### src/rtl/tick64_pkg.sv
package tick64_pkg;
  localparam int AUX_CTRL = 'h103;
  localparam int AUX_LOW  = 'h104;
  localparam int AUX_HIGH = 'h105;

  typedef enum logic [1:0] {
    SEL_NONE,
    SEL_CTRL,
    SEL_LOW,
    SEL_HIGH
  } reg_sel_e;
endpackage

### src/rtl/tick64_count.sv
module tick64_count #(
  parameter int WORD_W = 32,
  parameter logic [2*WORD_W-1:0] CNT_INIT = '0,
  localparam int CNT_W = 2 * WORD_W
) (
  input  logic             clk,
  input  logic             rst,
  input  logic             en,
  output logic [CNT_W-1:0] cnt,
  output logic             carry
);
  // carry: the low half rolls over into the high half on this edge
  assign carry = en && (&cnt[WORD_W-1:0]);

  always_ff @(posedge clk) begin
    if (rst) begin
      cnt <= CNT_INIT;
    end else if (en) begin
      cnt <= cnt + CNT_W'(1);
    end
  end
endmodule

### src/rtl/tick64_track.sv
module tick64_track (
  input  logic clk,
  input  logic rst,
  input  logic rd_low,
  input  logic rd_high,
  input  logic irq_taken,
  input  logic carry,
  output logic flag,
  output logic window
);
  always_ff @(posedge clk) begin
    if (rst) begin
      flag   <= 1'b0;
      window <= 1'b0;
    end else if (rd_low) begin
      window <= 1'b1;
      flag   <= !carry;
    end else if (rd_high) begin
      window <= 1'b0;
      flag   <= window && flag && !irq_taken;
    end else if (window && (irq_taken || carry)) begin
      flag <= 1'b0;
    end
  end
endmodule

### src/rtl/tick64_regs.sv
module tick64_regs
  import tick64_pkg::*;
#(
  parameter int WORD_W    = 32,
  parameter int ADDR_W    = 12,
  parameter int CTRL_ADDR = AUX_CTRL,
  parameter int LOW_ADDR  = AUX_LOW,
  parameter int HIGH_ADDR = AUX_HIGH,
  localparam int CNT_W = 2 * WORD_W
) (
  input  logic              clk,
  input  logic              rst,
  input  logic [ADDR_W-1:0] addr,
  input  logic              rd_en,
  input  logic              wr_en,
  input  logic [WORD_W-1:0] wr_data,
  input  logic [CNT_W-1:0]  cnt,
  input  logic              flag,
  output logic              en,
  output logic              rd_low,
  output logic              rd_high,
  output logic [WORD_W-1:0] rd_data
);
  reg_sel_e sel;

  always_comb begin
    if (addr == ADDR_W'(CTRL_ADDR))      sel = SEL_CTRL;
    else if (addr == ADDR_W'(LOW_ADDR))  sel = SEL_LOW;
    else if (addr == ADDR_W'(HIGH_ADDR)) sel = SEL_HIGH;
    else                                 sel = SEL_NONE;
  end

  assign rd_low  = rd_en && (sel == SEL_LOW);
  assign rd_high = rd_en && (sel == SEL_HIGH);

  logic [WORD_W-1:0] ctrl_word;
  always_comb begin
    ctrl_word = '0;
    ctrl_word[WORD_W-1] = flag;
    ctrl_word[0] = en;
  end

  logic [WORD_W-1:0] rd_mux;
  always_comb begin
    unique case (sel)
      SEL_CTRL: rd_mux = ctrl_word;
      SEL_LOW:  rd_mux = cnt[WORD_W-1:0];
      SEL_HIGH: rd_mux = cnt[CNT_W-1:WORD_W];
      default:  rd_mux = '0;
    endcase
  end

  always_ff @(posedge clk) begin
    if (rst) begin
      en      <= 1'b0;
      rd_data <= '0;
    end else begin
      if (wr_en && (sel == SEL_CTRL)) en <= wr_data[0];
      if (rd_en) rd_data <= rd_mux;
    end
  end
endmodule

### src/rtl/core_tick64.sv
module core_tick64
  import tick64_pkg::*;
#(
  parameter int WORD_W    = 32,
  parameter int ADDR_W    = 12,
  parameter int CTRL_ADDR = AUX_CTRL,
  parameter int LOW_ADDR  = AUX_LOW,
  parameter int HIGH_ADDR = AUX_HIGH,
  parameter logic [2*WORD_W-1:0] CNT_INIT = '0
) (
  input  logic              clk,
  input  logic              rst,
  input  logic [ADDR_W-1:0] addr,
  input  logic              rd_en,
  input  logic              wr_en,
  input  logic [WORD_W-1:0] wr_data,
  input  logic              irq_taken,
  output logic [WORD_W-1:0] rd_data
);
  localparam int CNT_W = 2 * WORD_W;

  logic [CNT_W-1:0] cnt_w;
  logic en_w, carry_w, flag_w, window_w, rd_low_w, rd_high_w;

  tick64_count #(.WORD_W(WORD_W), .CNT_INIT(CNT_INIT)) count_i (
    .clk(clk), .rst(rst), .en(en_w), .cnt(cnt_w), .carry(carry_w)
  );

  tick64_track track_i (
    .clk(clk), .rst(rst), .rd_low(rd_low_w), .rd_high(rd_high_w),
    .irq_taken(irq_taken), .carry(carry_w), .flag(flag_w), .window(window_w)
  );

  tick64_regs #(
    .WORD_W(WORD_W), .ADDR_W(ADDR_W), .CTRL_ADDR(CTRL_ADDR),
    .LOW_ADDR(LOW_ADDR), .HIGH_ADDR(HIGH_ADDR)
  ) regs_i (
    .clk(clk), .rst(rst), .addr(addr), .rd_en(rd_en), .wr_en(wr_en),
    .wr_data(wr_data), .cnt(cnt_w), .flag(flag_w), .en(en_w),
    .rd_low(rd_low_w), .rd_high(rd_high_w), .rd_data(rd_data)
  );
endmodule

### config.mk
export PLATFORM = sky130hd
export DESIGN_NAME = core_tick64
export DESIGN_NICKNAME = d
export VERILOG_FILES = /design/src/rtl/tick64_pkg.sv /design/src/rtl/tick64_count.sv /design/src/rtl/tick64_track.sv /design/src/rtl/tick64_regs.sv /design/src/rtl/core_tick64.sv
export SDC_FILE = /design/constraint.sdc
export NUM_CORES = 1
export LEC_CHECK = 0
export BUFFER_PORTS_ARGS = -buffer_cell sky130_fd_sc_hd__buf_2
export CORE_AREA = 2 2 161 84
export CTS_BUF_LIST = sky130_fd_sc_hd__clkbuf_8
export DETAILED_ROUTE_END_ITERATION = 8
export DIE_AREA = 0 0 163 86
export MAX_ROUTING_LAYER = met4
export PLACE_DENSITY_LB_ADDON = 0.1
export SLEW_MARGIN = 20
export SYNTH_ARGS = -nofsm -noshare
export SYNTH_HDL_FRONTEND = slang
export SYNTH_SLANG_ARGS = --single-unit
### constraint.sdc
create_clock -name clk -period 4.88 [get_ports clk]
set_input_delay 0.488 -clock clk [delete_from_list [all_inputs] [get_ports clk]]
set_output_delay 0.488 -clock clk [all_outputs]
set_load 0.05 [all_outputs]
==> results.ini <==
[outcome]
status = finished, final reports clean

[global_route]
grt_pass1_vias = 4214
grt_pass1_wl_um = 23700
antenna_found_initial = 0
overflow = 0
grt_max_degree = 102
grtUsageTotal = 0.228

[timing]
min_period_over_period = 0.617
fin_crit_ns = 3.01
tightest_slew_ns = 1.09
setup_violations = 0
drv_slew = 0
finalHoldViolCount = 0
tns_ns = 0
max_slew_margin = 0.275
grt_setup_unrepaired = false
clock_skew_ns = 0.0108
fmax_mhz = 332

[finish]
drive_above_1_share = 0.140
n_fill_cell = 1307
final_cells = 819
final_cell_area_mm2 = 0.00552
diodes = 0
nets = 695
syn_to_final_growth_pct = 11.0

[yosys]
yosys.cell_count.top_type = dfxtp_1
yosys-top-cells-area = dfxtp_1 40%, a21oi_1 8.4%, nand4_1 5.7%
yosys.area.top_type_share = 0.399
yosysSeqAreaShare = 0.399
ys_seq_elements = 99
post_synth.cell_area_avg_um2 = 8.09
synth_cell_types = 50
ys_top_cells_by_count = 99 x dfxtp_1, 83 x a21oi_1, 68 x nor2_1, 59 x nand2_1, 45 x nand4_1
async_reset_ff_frac = 0
synth-warning-count = 0
synth-edff-count = 0
netlist_area_mm2 = 0.00497
syn_nets = 664
synthFlopType = dfxtp_1
syn_inst = 614
synth_top_area_cell = dfxtp_1

[cts]
clockBufferDepth = 2
cts_tree = done
clkSlewWorstSetupHoldPaths_ns = 0.09
clock_latency_ns = 0.37
numCtsBuffers = 9
post-cts-setup-buffer-count = 0
cts_resized = 0
clock_sinks = 99
htreeDepth = 3
root_buffer = clkbuf_8
hold_buffers = 0

[floorplanning]
chipHeight_um = 86
die_x_um = 163
rows = 29
die_area_mm2 = 0.0140
core_area_mm2 = 0.0125
initial_core_util = 0.397
pin_count = 81

[placed_design]
dp.cells = 804
placed_area_mm2 = 0.00532
place.gp.congestion = 0.911
portBuffers = 49
hpwl_um = 10500

[pwr]
powerDensity_mw_per_mm2 = 251
p_sw_uw = 319
clkPwrFrac = 0.391
p_leak_uw = 0.00184
swShare = 0.231
seqPwrFrac = 0.585
p_int_uw = 1060
power_frac_comb = 0.025
vdd_ir_drop_max_mv = 0.124

[detailed_routing]
dr.first_iter.drc_count = 438
dr.pass1.iters = 5
top_layer = met4
drt-wirelength-per-cell_um = 18.3
vias = 4557
route.met2.wl_um = 5960
vias_per_cell = 5.56
wl_um = 15000
antenna_left = 0
drc = 0
met3_length_um = 880
wl_met1_um = 7960

[job]
cap_violations = 0

[setup_path]
path_class = reg2reg
worst_setup_path_end_kind = register
crit_arrival_ns = 3.30
worstSetupStartpoint = regs_i.en
r2r_start = regs_i.en
ff2ff_setup_slack_ns = 1.87
r2r_cells = 5
cp-start-kind = register
r2r-end = count_i.cnt[51]
cp.required_ns = 5.17
cp_max_fo = 13
cp-endpoint = count_i.cnt[51]

[worst_hold_path]
hold_path.class = in2reg

==> worst min-delay path by stage <==
stage | from | to | cells after the start
2_1_floorplan | count_i.cnt[63] | count_i.cnt[63] | 2
3_3_place_gp | count_i.cnt[63] | count_i.cnt[63] | 2
3_5_place_dp | regs_i.rd_data[0] | regs_i.rd_data[0] | 2
4_1_cts | wr_data[0] | regs_i.en | 3
5_1_grt | wr_data[0] | regs_i.en | 3
6_report | wr_data[0] | regs_i.en | 3
==> kinds of logic (layout without fill, tap and decap cells) <==
family | Yosys count | in the layout | share of synthesized area
AO/OA/AOI/OAI | 115 | 115 | 0.126
XOR/XNOR | 38 | 38 | 0.0670
adder cells (fa/ha/maj) | 1 | 1 | 0.00252
buffers and inverters | 42 | 77 | 0.0380
flip-flops | 99 | 99 | 0.399
multiplexers | 4 | 4 | 0.00806
AND/OR/NAND/NOR | 315 | 315 | 0.359
==> per-stage QoR <==
step	setup WS (ns)	util	total power, µW	hold slack (ns)
2_1_floorplan	2.94	-	849	0.458
3_5_place_dp	1.96	0.425	862	0.476
6_report	1.87	0.441	1380	0.350
3_3_place_gp	2.00	0.425	861	0.482
5_1_grt	1.73	0.441	1440	0.386
4_1_cts	1.94	0.440	1390	0.347
==> layout make-up <==
| class | instances | area [µm²] | area share |
|---|---|---|---|
| clock buffers | 10 | 138 | 0.0250 |
| clock inverters | 5 | 55.1 | 0.00998 |
| inverters | 9 | 33.8 | 0.00613 |
| multi-input cells | 473 | 2820 | 0.511 |
| flip-flops and latches | 99 | 1980 | 0.359 |
| well taps | 170 | 213 | 0.0386 |
| repair buffers | 53 | 278 | 0.0504 |
==> flip-flops by register name (all words and copies together) (netlist names) <==
name,count
track_i.window,1
regs_i.rd_data,32
track_i.flag,1
regs_i.en,1
count_i.cnt,64
==> power by group through the flow <==
stage | sequential [µW] | clock [µW] | combinational, µW
global placement | 827 | 0 | 34.1
CTS | 808 | 551 | 34.5
global route | 809 | 590 | 36.9
detailed placement | 827 | 0 | 34.4
finish | 808 | 540 | 34.2
floorplan | 830 | 0 | 19.2
==> worst max-delay path: stages, from the launching register on <==
cell	delay [ns]
dfxtp_1	0.71
nand3_1	0.44
nor4_1	0.45
nand4_1	0.62
or3_1	0.56
a21oi_1	0.15
==> cells in the final DEF (no fill, tap or decap), types with 3 or more instances in the layout <==
| cell | n |
|---|---|
| a21oi_1 | 83 |
| and3_1 | 6 |
| and4_1 | 4 |
| buf_2 | 48 |
| buf_4 | 5 |
| clkbuf_8 | 10 |
| dfxtp_1 | 99 |
| inv_1 | 10 |
| mux2i_1 | 4 |
| nand2_1 | 59 |
| nand3_1 | 23 |
| nand3_4 | 3 |
| nand4_1 | 45 |
| nand4_2 | 4 |
| nand4b_1 | 3 |
| nor2_1 | 68 |
| nor2b_1 | 34 |
| nor3_1 | 14 |
| nor4_1 | 9 |
| nor4_2 | 3 |
| nor4_4 | 3 |
| o21ai_0 | 16 |
| o31ai_1 | 5 |
| or2_2 | 3 |
| or3_1 | 15 |
| or4_1 | 7 |
| xnor2_1 | 11 |
| xor2_1 | 27 |
==> routing by layer <==
layer | GRT usage | vias up
met1 | 0.339 | 2188
met2 | 0.310 | 108
met4 | 0.0491 | 0
met3 | 0.0522 | 14
met5 | - | -
li1 | - | 2247
Note: power is estimated with default switching activity, not from simulation.
